**config.mk**
```make
export PLATFORM = sky130hd
export DESIGN_NAME = dec_fwd_unit
export DESIGN_NICKNAME = d
export VERILOG_FILES = /design/src/rtl/fwd_pkg.sv /design/src/rtl/fwd_match.sv /design/src/rtl/fwd_mux.sv /design/src/rtl/dec_fwd_unit.sv
export SDC_FILE = /design/constraint.sdc
export NUM_CORES = 1
export LEC_CHECK = 0
export BUFFER_PORTS_ARGS = -buffer_cell sky130_fd_sc_hd__buf_2
export CAP_MARGIN = 20
export CORE_AREA = 2 2 127 129
export DETAILED_ROUTE_END_ITERATION = 8
export DIE_AREA = 0 0 129 131
export HOLD_SLACK_MARGIN = 0.1
export PLACE_DENSITY_LB_ADDON = 0.12
export SETUP_SLACK_MARGIN = 0.02
export SLEW_MARGIN = 10
export SYNTH_ARGS = -nofsm -noshare
export SYNTH_HDL_FRONTEND = slang
export SYNTH_SLANG_ARGS = --single-unit
```
**constraint.sdc**
```tcl
create_clock -name clk -period 1.8 [get_ports clk]
set_input_delay 0 -clock clk [delete_from_list [all_inputs] [get_ports clk]]
set_output_delay 0 -clock clk [all_outputs]
set_load 0.01 [all_outputs]
```
**src/rtl/fwd_pkg.sv**
```systemverilog
package fwd_pkg;
  typedef enum logic [1:0] {
    SEL_RF  = 2'b00,
    SEL_EX  = 2'b01,
    SEL_MEM = 2'b10,
    SEL_WB  = 2'b11
  } fwd_sel_e;

  localparam int unsigned NUM_SRC = 2;
endpackage

```
**src/rtl/fwd_match.sv**
```systemverilog
// Per-operand hazard comparator: nearest qualifying producer wins.
module fwd_match
  import fwd_pkg::*;
#(
  parameter int unsigned AW = 5
) (
  input  logic [AW-1:0] src,
  input  logic [AW-1:0] ex_rd,
  input  logic          ex_wen,
  input  logic [AW-1:0] mem_rd,
  input  logic          mem_wen,
  input  logic [AW-1:0] wb_rd,
  input  logic          wb_wen,
  output fwd_sel_e      sel
);
  logic src_nz;
  logic hit_ex, hit_mem, hit_wb;

  assign src_nz  = |src;
  assign hit_ex  = src_nz && ex_wen  && (ex_rd  == src);
  assign hit_mem = src_nz && mem_wen && (mem_rd == src);
  assign hit_wb  = src_nz && wb_wen  && (wb_rd  == src);

  always_comb begin
    if (hit_ex)       sel = SEL_EX;
    else if (hit_mem) sel = SEL_MEM;
    else if (hit_wb)  sel = SEL_WB;
    else              sel = SEL_RF;
  end
endmodule

```
**src/rtl/fwd_mux.sv**
```systemverilog
// Operand mux; the register-file path yields zero for address 0.
module fwd_mux
  import fwd_pkg::*;
#(
  parameter int unsigned DW = 32
) (
  input  fwd_sel_e      sel,
  input  logic          src_zero,
  input  logic [DW-1:0] rf_val,
  input  logic [DW-1:0] ex_val,
  input  logic [DW-1:0] mem_val,
  input  logic [DW-1:0] wb_val,
  output logic [DW-1:0] out
);
  always_comb begin
    unique case (sel)
      SEL_EX:  out = ex_val;
      SEL_MEM: out = mem_val;
      SEL_WB:  out = wb_val;
      default: out = src_zero ? '0 : rf_val;
    endcase
  end
endmodule

```
**src/rtl/dec_fwd_unit.sv**
```systemverilog
module dec_fwd_unit
  import fwd_pkg::*;
#(
  parameter int unsigned AW = 5,
  parameter int unsigned DW = 32
) (
  input  logic          clk,
  input  logic          rst,
  input  logic [AW-1:0] rs_addr,
  input  logic [AW-1:0] rt_addr,
  input  logic [DW-1:0] rf_rs_data,
  input  logic [DW-1:0] rf_rt_data,
  input  logic [AW-1:0] ex_rd,
  input  logic          ex_wen,
  input  logic [DW-1:0] ex_alu,
  input  logic [AW-1:0] mem_rd,
  input  logic          mem_wen,
  input  logic [DW-1:0] mem_val,
  input  logic [AW-1:0] wb_rd,
  input  logic          wb_wen,
  input  logic [DW-1:0] wb_data,
  output logic [DW-1:0] op_a,
  output logic [DW-1:0] op_b,
  output logic [1:0]    sel_a,
  output logic [1:0]    sel_b,
  output logic [DW-1:0] idex_a,
  output logic [DW-1:0] idex_b
);
  logic [AW-1:0] src   [NUM_SRC];
  logic [DW-1:0] rfv   [NUM_SRC];
  logic [DW-1:0] opv   [NUM_SRC];
  fwd_sel_e      selv  [NUM_SRC];
  logic [DW-1:0] idexv [NUM_SRC];

  assign src[0] = rs_addr;
  assign src[1] = rt_addr;
  assign rfv[0] = rf_rs_data;
  assign rfv[1] = rf_rt_data;

  for (genvar g = 0; g < NUM_SRC; g++) begin : g_port
    fwd_match #(.AW(AW)) u_match (
      .src     (src[g]),
      .ex_rd   (ex_rd),
      .ex_wen  (ex_wen),
      .mem_rd  (mem_rd),
      .mem_wen (mem_wen),
      .wb_rd   (wb_rd),
      .wb_wen  (wb_wen),
      .sel     (selv[g])
    );

    fwd_mux #(.DW(DW)) u_mux (
      .sel      (selv[g]),
      .src_zero (src[g] == '0),
      .rf_val   (rfv[g]),
      .ex_val   (ex_alu),
      .mem_val  (mem_val),
      .wb_val   (wb_data),
      .out      (opv[g])
    );

    always_ff @(posedge clk) begin
      if (rst) idexv[g] <= '0;
      else     idexv[g] <= opv[g];
    end
  end

  assign op_a   = opv[0];
  assign op_b   = opv[1];
  assign sel_a  = selv[0];
  assign sel_b  = selv[1];
  assign idex_a = idexv[0];
  assign idex_b = idexv[1];

  // Assertions
  p_ex_first_r1: assert property (@(posedge clk) disable iff (rst)
    (ex_wen && rs_addr != '0 && ex_rd == rs_addr) |-> (sel_a == 2'b01 && op_a == ex_alu));

  p_mem_over_wb_r2: assert property (@(posedge clk) disable iff (rst)
    (mem_wen && rt_addr != '0 && mem_rd == rt_addr && !(ex_wen && ex_rd == rt_addr))
      |-> (sel_b == 2'b10 && op_b == mem_val));

  p_wb_bypass_r3: assert property (@(posedge clk) disable iff (rst)
    (wb_wen && rt_addr != '0 && wb_rd == rt_addr && !(ex_wen && ex_rd == rt_addr)
      && !(mem_wen && mem_rd == rt_addr)) |-> (op_b == wb_data));

  p_zero_src_r4: assert property (@(posedge clk) disable iff (rst)
    (rs_addr == '0) |-> (sel_a == 2'b00 && op_a == '0));

  p_no_enable_r5: assert property (@(posedge clk) disable iff (rst)
    (!ex_wen && !mem_wen && !wb_wen && rt_addr != '0) |-> (sel_b == 2'b00 && op_b == rf_rt_data));

  p_capture_r8: assert property (@(posedge clk) disable iff (rst)
    1'b1 |=> (idex_a == $past(op_a) && idex_b == $past(op_b)));

  p_same_src_r9: assert property (@(posedge clk) disable iff (rst)
    (rs_addr == rt_addr) |-> (sel_a == sel_b && op_a == op_b));
endmodule

```
Word level (Yosys, flattened, before mapping)
Memory sizes are Yosys's and may differ from the RTL's.
Index checks and enable logic that the tools add are counted.
{"block": "totals", "input_bits": 190, "output_inout_bits": 132, "word_cells": 46, "register_bits": 0, "mem_bits_rw": 64, "mem_count": 1}
{"memory": "idexv", "depth": 2, "word_bits": 32, "read_ports": 2, "rd_clocked_by_memory_dff": 0, "wr": 2, "line": "dec_fwd_unit.sv:33", "source": "logic [DW-1:0] idexv [NUM_SRC];"}
{"block": "classes", "reduce_logical": 16, "n_mux": 15, "n_bitwise": 2, "n_eq_ne": 12}
{"op": "$pmux 32 s3", "n": 2}
{"op": "$mux 32", "n": 4}
{"op": "$eq 5x5->1", "n": 6}
{"op": "$logic_and 1x1->1", "n": 12}
{"op": "$mux 2", "n": 6}
{"op": "$logic_not 5->1", "n": 2}
{"op": "$reduce_or 5->1", "n": 2}
{"op": "$eq 2x2->1 const B", "n": 4}
{"op": "$eq 2x1->1 const B", "n": 2}
{"op": "$mux 1", "n": 3}
{"op": "$or 1x1->1", "n": 2}

Longest topological paths before layout
Gate-level depths: netlist of run 1.
{"block": "logic_depth", "ltp_word": 9, "ltp_mapped": 9, "depth_no_buf": 5}

By module
From an unflattened synthesis of run 1, not the netlist that was laid out.
{"block": "hier_totals", "cells_unflattened": 485, "hier_area_um2": 4404.2}
{"mod": "fwd_mux", "cells_each": 146, "n_inst": 2, "area_each_um2": 1114.8, "seq_area_each_um2": 0.0}
{"mod": "dec_fwd_unit", "cells_each": 139, "n_inst": 1, "area_each_um2": 1766.7, "seq_area_each_um2": 1281.2}
{"mod": "fwd_match", "cells_each": 27, "n_inst": 2, "area_each_um2": 203.9, "seq_area_each_um2": 0.0}

Worst setup path before layout of run 1
OpenSTA, ideal clock, no wires.
{"block": "synth_timing", "path_type": "input to register", "startpoint": "in rt_addr[1]", "endpoint": "mem idexv[1][0]", "arrival_ns": 1.541, "path_slack_ns": 0.126, "path_buffers": 2, "path_stages": 7, "setup_time_ns": 0.133, "t_required_ns": 1.667, "cell_sequence": "or4_4 -> o211a_1 -> and2_1 -> buf_2 -> buf_4 -> a311oi_2 -> o32ai_1"}
{"item": "start: declaration", "line": "dec_fwd_unit.sv:10", "source": "input logic [AW-1:0] rt_addr,"}
{"item": "end: declaration", "line": "dec_fwd_unit.sv:33"}

Final worst setup path of run 1
{"block": "layout_timing", "startpoint": "in rs_addr[3]", "endpoint": "out op_a[6]"}
{"block": "layout_between", "elab_chain_len": 8, "word_cells_on_any_way": 19, "cone_classes": "eq/ne: 6; mux: 5; reduce/logical: 8"}
{"item": "start: declaration", "line": "dec_fwd_unit.sv:9", "source": "input logic [AW-1:0] rs_addr,"}
{"item": "$reduce_or 5->1", "line": "fwd_match.sv:19", "source": "assign src_nz = |src;"}
{"item": "$logic_and 1x1->1 (2 in series)", "line": "fwd_match.sv:22", "source": "assign hit_wb = src_nz && wb_wen && (wb_rd == src);"}
{"item": "$mux 2", "line": "fwd_match.sv:27", "source": "else if (hit_wb) sel = SEL_WB;"}
{"item": "$mux 2", "line": "fwd_match.sv:26", "source": "else if (hit_mem) sel = SEL_MEM;"}
{"item": "$mux 2", "line": "fwd_match.sv:25", "source": "if (hit_ex) sel = SEL_EX;"}
{"item": "$eq 2x2->1 or $eq 2x1->1 (tied branches)", "line": "fwd_mux.sv:16", "source": "unique case (sel)"}
{"item": "$pmux 32 s3 *", "line": "fwd_mux.sv:16"}
{"item": "end: declaration", "line": "dec_fwd_unit.sv:22", "source": "output logic [DW-1:0] op_a,"}
Every way passes the cells marked *; elsewhere a longest branch is shown, timed or not.

==> out/qor.csv, run 1 <==
metric,value,unit
maxCapViolCount,0,
seq_area,1280,µm²
setup_viol,16,
synth_top_area_share,24.3,%
p_per_area,498,nW/µm²
grt_first_pass_wirelength,40.3,mm
crit_top_cell,buf_6,
placed_area,7530,µm²
path_clk_slew,50,ps
synth_edf_count,0,
p_leak,4.68,nW
netlist_area,5280,µm²
post-route-period-util,105,%
die_area,16900,µm²
max_slew_margin,65.1,%
hold_viol_final,0,
status,"finished, violations left",
vias,8038,
rsz0062_at_grt,true,
hold_path.class,in2reg,
grt_max_degree,97,
gp_congestion,0.866,
max_stage_delay,540,ps
syn_nets,855,
holdWs,187,ps
startpoint_type,input port,
io_pins,322,
yosys_warnings,0,
drc,0,
cp_max_fo,7,
ys_ff_latch,64,
synth_commonest_cells,"72 x nand2_1, 68 x nor4_1, 64 x dfxtp_1, 48 x clkbuf_1, 35 x nand3_1",
yosys_most_used_dff,dfxtp_1,
grt_antenna_before_repair,2,
postLayoutCellArea,10700,µm²
die_y,131,µm
drive_gt1_share,49.0,%
h-tree-depth,3,
fin_util,68.6,%
setup.worst_path.end_class,output port,
route.detailed.wl_per_inst,21.5,µm
crit_required,1800,ps
synth_area_leaders,"dfxtp_1 24%, a311oi_2 8.5%, nor4_1 8.1%, mux2i_1 6.1%, o2111ai_1 5.3%",
synth.distinct_cells,33,
via_per_inst,5.89,
drtPass1Iterations,5,
drtAntennaViolNets,0,
violations,setup timing,
synth_top_area_cell,dfxtp_1,
ctsLongestPathBuffers,2,
grt_pass1_vias,7670,
post-place-ws,-140,ps
netlist_instances,665,
drt-initial-drc-count,514,
start_util,33.8,%
dpl.hpwl,17.9,mm
io_buffers,321,
ys_seq_area_share,24.3,%
worst-setup-path-type,in2out,
root_buffer,clkbuf_16,
fin_nets,1332,
fin_ws,-81.7,ps
slew_violations,0,
top_regs,idexv x64,
grt.total_usage,30.8,%
slowest_stage,or4_4,
fmax,531,MHz
numCtsBuffers,9,
die_x,129,µm
cts.sinks,64,
syn_to_final_growth,103,%
top_register,idexv,
cts_tree,done,
syn_area_per_cell,7.94,µm²
grt.overflow.total,0,
largest_reg_flops,64,
crit_path_cell_trace,"buf_6, or4_4, o211a_4, nand2_8, buf_12, mux2i_1, nand3_2, buf_6",
cp.depth,8,
worstPathArrival,1880,ps
critPathTopFamily,simple AND/OR/NAND/NOR gates,
core-area,15600,µm²
synth.most_common_cell,nand2_1,
finalWirelength,29.3,mm
row_count,46,
peakVddDrop,0.419,mV
async_reset_ff_share,0,%
multiInputGateArea,4600,µm²
cp_num_buf_inv,3,
timing.final.crit_period,1880,ps
p_total,5.32,mW
worst_pin_slew,518,ps
fill_cells,1217,
min_path_cells,5,
[where the power goes]
| group | internal (mW) | switching, mW | leakage (nW) |
|---|---|---|---|
| sequential | 1.52 | 0.0278 | 0.533 |
| combinational | 1.02 | 1.07 | 4.01 |
| clock | 0.996 | 0.685 | 0.134 |
| total | 3.54 | 1.78 | 4.68 |
[path summary, 6_finish.rpt]
path,to,start
worst max-delay path,op_a[6],rs_addr[3]
worst min-delay path,idexv[0][14],mem_val[14]
[area by class of cell]
cell class | count | share of cell area [%]
sequential | 64 | 12.0
multi-input combinational | 515 | 43.0
antenna | 2 | 0.0468
tap | 216 | 2.53
timing repair buffer | 551 | 39.9
inverter | 1 | 0.0351
clock buffer | 12 | 2.40
clock inverter | 3 | 0.164
[placed cells by master, fill, tap and decap left out, drive strengths merged, types with 2 or more instances in the layout]
cell         count
a211oi           2
clkbuf          17
o2111ai         32
xnor2           13
buf            419
or4              2
o22ai           32
dlygate4sd3    127
nor2            35
mux2i           32
and2             5
dfxtp           64
o32ai           32
nand3           35
nand2           75
o21bai          32
clkinv           2
xor2            17
a311oi          32
a31oi           32
nand4           33
o211a            2
diode            2
nor4            68
[metal layers]
layer	GRT usage (%)	share of wire, %	routed length [µm]
met1	35.0	38	11200
met2	54.9	50	14600
met3	6.35	7.8	2270
met4	15.2	3.9	1140
met5	0	0	0
[through the flow]
stage	TNS, ps	cells
floorplan	0	665
global placement	-4910	1183
detailed placement	-5410	1183
CTS	-331	1339
global route	-2730	1364
finish	-433	1364
[repair_timing]
action | 4_1_cts | 5_1_grt
gates cloned | 9 | 6
endpoints found under the hold margin | 64 | 0
gates resized for setup | 66 | 96
pin swaps | 28 | 55
hold buffers | 127 | 0
setup endpoints to repair | 62 | 63
buffers inserted | 5 | 19
[logic make-up after synthesis]
family / after synthesis / synth area share [%]
xor gates and xnor gates: 30 / 4.98
and+or+nand+nor: 253 / 24.4
AOI/OAI and AO/OA: 198 / 32.6
muxes: 32 / 6.07
buffers and inverters: 88 / 7.70
DFF: 64 / 24.3
No activity file was read; power rests on OpenSTA's default activity.
==> run 2, diff against run 1 <==
CORE_AREA = 2 2 124 126   (was 2 2 127 129)
DIE_AREA = 0 0 126 128   (was 0 0 129 131)
SYNTH_HIERARCHICAL = 1   (was unset)
==> run 2 against run 1 <==
Compared with the run above: the flow still finishes with violations (setup timing); sequential cell count stayed put; total power is 5.1% lower; sequential share of layout area is 5.0 points higher; count of clock-buffer cells in the layout stayed put; non-clock buffer count is 176 lower; fmax is 12% lower; critical path depth is 2 higher; cell count is 25% lower; clock power is 11% higher; global-route usage is 9.7 points lower; core utilization is 18 points lower; die area is 4.6% lower.
==> out/qor.csv, run 2 <==
metric,value,unit,change
status,"finished, violations left",,
violations,setup timing,,
syn_area_per_cell,9.08,µm²,+14%
hold_path.class,in2reg,,
drive_gt1_share,60.1,%,+11 points
peakVddDrop,0.364,mV,-13%
post-route-period-util,118,%,+14 points
synth_commonest_cells,"64 x a21oi_1, 64 x dfxtp_1, 62 x mux2i_1, 62 x or3b_1, 60 x a22oi_1",,
via_per_inst,5.05,,-14%
crit_path_cell_trace,"buf_8, or4_4, nor2_4, or4_4, a21oi_4, buf_4, buf_12, or3b_4, a22oi_2, buf_2",,
finalWirelength,18.2,mm,-38%
p_per_area,670,nW/µm²,+35%
core-area,14900,µm²,-4.7%
grt.overflow.total,0,,unchanged
max_stage_delay,540,ps,about the same
crit_required,1800,ps,about the same
async_reset_ff_share,0,%,unchanged
grt_pass1_vias,5140,,-33%
die_area,16100,µm²,-4.6%
synth_top_area_share,29.1,%,+4.8 points
ctsLongestPathBuffers,2,,unchanged
path_clk_slew,50,ps,about the same
syn_to_final_growth,71.2,%,
numCtsBuffers,9,,unchanged
final_cell_mix,"313 x buf_2, 64 x dfxtp_1, 62 x a22oi_2",,
fill_cells,1423,,+17%
fin_ws,-326,ps,-245 ps
placed_area,6790,µm²,-9.8%
maxCapViolCount,0,,unchanged
top_regs,idexv x64,,
fmax,470,MHz,-12%
route.detailed.wl_per_inst,17.9,µm,-17%
multiInputGateArea,3420,µm²,-26%
min-delay-start,wb_data[2],,
netlist_instances,485,,-27%
setup_viol,69,,+53
grt_first_pass_wirelength,27.1,mm,-33%
crit_top_cell,or4_4,,
dpl.hpwl,13.5,mm,-24%
slowest_stage,or4_4,,
startpoint_type,input port,,
top_register,idexv,,
synth_area_leaders,"dfxtp_1 29%, mux2i_1 14%, or3b_1 12%, a22oi_1 10%, a21oi_1 7.3%",,
worst-setup-path-type,in2out,,
row_count,45,,-2.2%
yosys_most_used_dff,dfxtp_1,,
synth_edf_count,0,,unchanged
post-place-ws,-374,ps,-234 ps
io_pins,322,,unchanged
drc,0,,unchanged
seq_area,1280,µm²,unchanged
fin_nets,1014,,-24%
slew_violations,0,,unchanged
syn_nets,675,,-21%
timing.final.crit_period,2130,ps,+245 ps
hold_viol_final,0,,unchanged
yosys_warnings,6,,+6
min_path_cells,4,,-1
antennaDiodeCount,0,,-2
cts_tree,done,,
postLayoutCellArea,7540,µm²,-30%
holdPathEnd,idexv[1][2],,
rsz0062_at_grt,true,,
finalSetupTns,-12970,ps,-12530 ps
final_common_cell,buf_2,,
gp_congestion,0.908,,+4.9%
grt.total_usage,21.1,%,-9.7 points
setup.worst_path.end_class,output port,,
netlist_area,4400,µm²,-17%
synth.distinct_cells,25,,-24%
root_buffer,clkbuf_16,,
start_util,29.6,%,-4.2 points
vias,5133,,-36%
grt_antenna_before_repair,0,,-2
io_buffers,321,,unchanged
p_leak,3.44,nW,-26%
largest_reg_flops,64,,unchanged
drtPass1Iterations,4,,-1
worst_pin_slew,376,ps,-142 ps
drtAntennaViolNets,0,,unchanged
p_total,5.05,mW,-5.1%
synth_top_area_cell,dfxtp_1,,
fin_util,50.7,%,-18 points
worstPathArrival,2130,ps,+250 ps
drt-initial-drc-count,182,,-65%
h-tree-depth,3,,unchanged
die_y,128,µm,-2.3%
grt_max_degree,50,,-48%
max_slew_margin,74.7,%,+9.6 points
cp_max_fo,22,,+15
die_x,126,µm,-2.3%
ys_seq_area_share,29.1,%,+4.8 points
ys_ff_latch,64,,unchanged
cts.sinks,64,,unchanged
-- run 2: cell types whose count changed after synthesis, sizes merged, moves of 35 or more --
cell and delta:
or3b +62, a22oi +62, a21oi +63, nand3 -35, nor4 -66, nor2b +41
nand2 -71
-- run 2: worst max path at each step --
stage	startpoint	to	slack (ps)
6_report	rs_addr[1]	op_a[22]	-330
5_1_grt	rs_addr[1]	op_a[22]	-370
4_1_cts	rs_addr[1]	op_a[23]	-270
3_5_place_dp	rt_addr[1]	idexv[1][13]	-370
3_3_place_gp	rs_addr[1]	idexv[0][6]	-310
2_1_floorplan	rs_addr[1]	idexv[0][27]	-140
-- run 2: area by class of cell --
| type | count | area share (%) |
|---|---|---|
| Clock buffer | 12 | 3.54 |
| Sequential cell | 64 | 17.0 |
| Clock inverter | 4 | 0.680 |
| Multi-Input combinational cell | 374 | 45.4 |
| Tap cell | 188 | 3.12 |
| Timing Repair Buffer | 375 | 30.3 |
-- run 2: timing repair --
action,in CTS,in global routing
hold buffers,4,0
cloned,2,1
endpoints found under the setup margin,71,101
buffers inserted,4,2
hold endpoints to repair,10,0
pin swaps,2,3
resized for setup,20,46
-- run 2: power by group --
group | switching [mW] | internal (mW) | total [mW]
logic | 0.792 | 0.843 | 1.63
clock network | 0.674 | 1.19 | 1.86
registers | 0.0279 | 1.53 | 1.56
-- run 2: per-layer routing --
metal | part of all wire (%) | global-route usage, % | wire (µm) | vias to the layer above
met1 | 41 | 25.5 | 7460 | 2417
li1 | - | - | - | 2471
met2 | 49 | 36.0 | 8980 | 209
met5 | 0 | 0 | 0 | -
met4 | 2.7 | 8.86 | 486 | 0
met3 | 6.8 | 5.05 | 1240 | 36
-- run 2: kinds of logic (layout without fill, tap and decap cells) --
| logic type | Yosys count | after routing | synth area share [%] |
|---|---|---|---|
| mux | 64 | 64 | 15.1 |
| flops | 64 | 64 | 29.1 |
| simple gates | 152 | 152 | 25.7 |
| buf+inv | 47 | 391 | 5.77 |
| xor+xnor | 30 | 30 | 5.97 |
| compound gates | 128 | 128 | 18.4 |
-- run 2: per-stage QoR --
step                hold WS [ps]  cells
floorplan                    217    485
global placement             354    988
detailed placement           357    988
CTS                          101   1014
global route                 132   1017
finish                       108   1017
-- run 2: worst max-delay path: cells and delay by family --
kind            cells  cell delay, ps
compound gates      2             330
buf+inv             4             600
simple gates        4            1210
==> run 3, diff against run 2 <==
ABC_AREA = 1   (was unset)
CORE_AREA = 2 2 123 125   (was 2 2 124 126)
DIE_AREA = 0 0 125 127   (was 0 0 126 128)
==> run 3 against run 2 <==
Compared with the run above: the run now ends clean; clock power shrank 9.7%; die area shrank 1.6%; via count grew 41%; core utilization grew 5.9 points; critical path depth grew 5; highest routed layer is now met5; first-iteration DRC count grew to 2.9 times the previous value; critical endpoint is now op_b[3]; largest power group is now combinational cells; sequential power is essentially flat; wire length grew 30%.
==> out/qor.csv, run 3 <==
metric,value,unit,change
status,completed,,
grt_antenna_before_repair,3,,+3
crit_required,1800,ps,about the same
synth_area_leaders,"dfxtp_1 26%, nand3_1 19%, inv_1 12%, nor2_1 12%, nand2_1 11%",,
cts.sinks,64,,unchanged
post-route-period-util,93.7,%,-24 points
top_regs,idexv x64,,
row_count,44,,-2.2%
dpl.hpwl,17.0,mm,+26%
fill_cells,1503,,+5.6%
fin_ws,114,ps,+440 ps
via_per_inst,4.91,,-2.6%
max_slew_margin,78.5,%,+3.8 points
io_buffers,321,,unchanged
async_reset_ff_share,0,%,unchanged
die_y,127,µm,-0.78%
ys_ff_latch,64,,unchanged
grt.overflow.total,0,,unchanged
slowest_stage,buf_6,,
worst-setup-path-type,in2out,,
root_buffer,clkbuf_16,,
final_common_cell,buf_2,,
fmax,593,MHz,+26%
maxCapViolCount,0,,unchanged
post-place-ws,-21.0,ps,+353 ps
combPwrFrac,35.6,%,+3.3 points
pwr-share-seq,31.1,%,+0.2 points
fin_nets,1472,,+45%
rsz0062_at_grt,true,,
drtPass1Iterations,7,,+3
setup_viol,0,,-100%
synth.distinct_cells,15,,-40%
max_stage_delay,180,ps,-360 ps
synth_top_area_share,25.7,%,-3.4 points
internal-power,3.31,mW,-7.0%
dp_cells,1352,,+37%
cp_max_fo,14,,-36%
vias,7228,,+41%
drtAntennaViolNets,0,,unchanged
startpoint_type,input port,,
hold_viol_final,0,,unchanged
synth_commonest_cells,"194 x nand3_1, 166 x inv_1, 158 x nor2_1, 144 x nand2_1, 66 x nand4_1",,
yosys_warnings,6,,unchanged
slew_violations,0,,unchanged
netlist_area,4990,µm²,+13%
numCtsBuffers,9,,unchanged
cts_tree,done,,
crit_top_cell,nand2_1,,
path_clk_slew,60,ps,about the same
peakVddDrop,0.388,mV,+6.5%
h-tree-depth,3,,unchanged
ys_seq_area_share,25.7,%,-3.4 points
finalNonFillerCells,1471,,+45%
worstPathArrival,1690,ps,-440 ps
p_leak,4.64,nW,+35%
grt_pass1_vias,6823,,+33%
worst_pin_slew,322,ps,-54.4 ps
gp_congestion,0.886,,-2.5%
synth.most_common_cell,nand3_1,,
start_util,34.6,%,+4.9 points
drc,0,,unchanged
synth_edf_count,0,,unchanged
syn_area_per_cell,5.67,µm²,-38%
core-area,14400,µm²,-3.0%
route.detailed.wl_per_inst,16.1,µm,-10%
hold_path.class,in2reg,,
p_switching,1.72,mW,+15%
largest_reg_flops,64,,unchanged
final_cell_mix,"319 x buf_2, 193 x nand3_1, 164 x inv_1",,
crit_path_cell_trace,"buf_2, inv_1, nand2_1, nand2_1, nor2_1, nand2_1, nor2_1, nor2_2, nor2_4, buf_4, buf_4, buf_6, nand3_1, nand4_1, buf_2",,
finalWirelength,23.6,mm,+30%
grt.total_usage,27.8,%,+6.7 points
syn_to_final_growth,63.8,%,
top_register,idexv,,
timing.final.crit_period,1690,ps,-440 ps
ctsLongestPathBuffers,2,,unchanged
die_x,125,µm,-0.79%
grt_max_degree,65,,+30%
drive_gt1_share,31.7,%,-28 points
netlist_instances,879,,+81%
die_area,15900,µm²,-1.6%
p_per_area,617,nW/µm²,-8.0%
switching_share,34.2,%,+4.7 points
grt_first_pass_wirelength,35.3,mm,+30%
pwr-share-clk,33.3,%,-3.5 points
setup.worst_path.end_class,output port,,
finalSetupTns,0,ps,+12970 ps
yosys_most_used_dff,dfxtp_1,,
syn_nets,1069,,+58%
drt-initial-drc-count,532,,+190%
io_pins,322,,unchanged
synth_top_area_cell,dfxtp_1,,
## run 3: timing repair
| item | in CTS | in global routing |
|---|---|---|
| endpoints found under the hold margin | 46 | 0 |
| resized for setup | 0 | 23 |
| setup endpoints to repair | 0 | 36 |
| setup buffers | 0 | 12 |
| hold buffers | 88 | 0 |
## run 3: power groups by stage
stage          clock network (mW)  registers [mW]  logic (mW)
2_1_floorplan                   0            1.66       0.730
3_3_place_gp                    0            1.60        1.56
3_5_place_dp                    0            1.60        1.56
4_1_cts                      1.72            1.57        1.72
5_1_grt                      1.80            1.57        1.96
6_report                     1.68            1.57        1.79
## run 3: worst max-delay path: cells and delay by family
family,cells,cell delay [ps]
simple gates,9,870
buf+inv,6,820
## run 3: layer usage
layer | global-route usage, % | vias up | share of wire, %
met5 | 0 | - | 0.11
met4 | 9.67 | 4 | 2.5
met3 | 7.75 | 52 | 9.0
met2 | 50.3 | 379 | 49
met1 | 31.6 | 3233 | 39
li1 | - | 3560 | -
## run 3: logic make-up (layout without fill, tap and decap cells)
| group | count (synthesis) | in the layout | share of synthesized area (%) |
|---|---|---|---|
| other | 0 | 1 | 0 |
| buffers and inverters | 231 | 638 | 21.2 |
| AO/OA/AOI/OAI | 8 | 8 | 0.803 |
| AND/OR/NAND/NOR | 574 | 574 | 52.0 |
| flip-flops | 64 | 64 | 25.7 |
| XOR/XNOR | 2 | 2 | 0.351 |
## run 3: final cells by class
class,count,area [µm²],area share (%)
clock inverter,3,17.5,0.214
tap,184,230,2.82
sequential,64,1280,15.7
clock buffer,12,256,3.14
multi-input combinational,584,2720,33.3
timing repair buffer,451,3010,36.9
inverter,172,646,7.90
antenna,1,2.50,0.0306
## run 3: worst paths after layout
path                  startpoint     endpoint  cells past startpoint
worst min-delay path  wb_data[8]  idexv[1][8]                      5
worst max-delay path  rt_addr[3]      op_b[3]                     15
## run 3: stage by stage
| step | cell area [µm²] | power, mW | util [%] | hold slack [ps] |
|---|---|---|---|---|
| after floorplan | 4990 | 2.39 | - | 199 |
| after global placement | 6770 | 3.16 | 46.9 | 392 |
| after detailed placement | 6770 | 3.16 | 46.9 | 391 |
| after CTS | 7920 | 5.01 | 54.9 | 100 |
| after global routing | 8170 | 5.33 | 56.6 | 130 |
| final | 8170 | 5.04 | 56.6 | 94.5 |
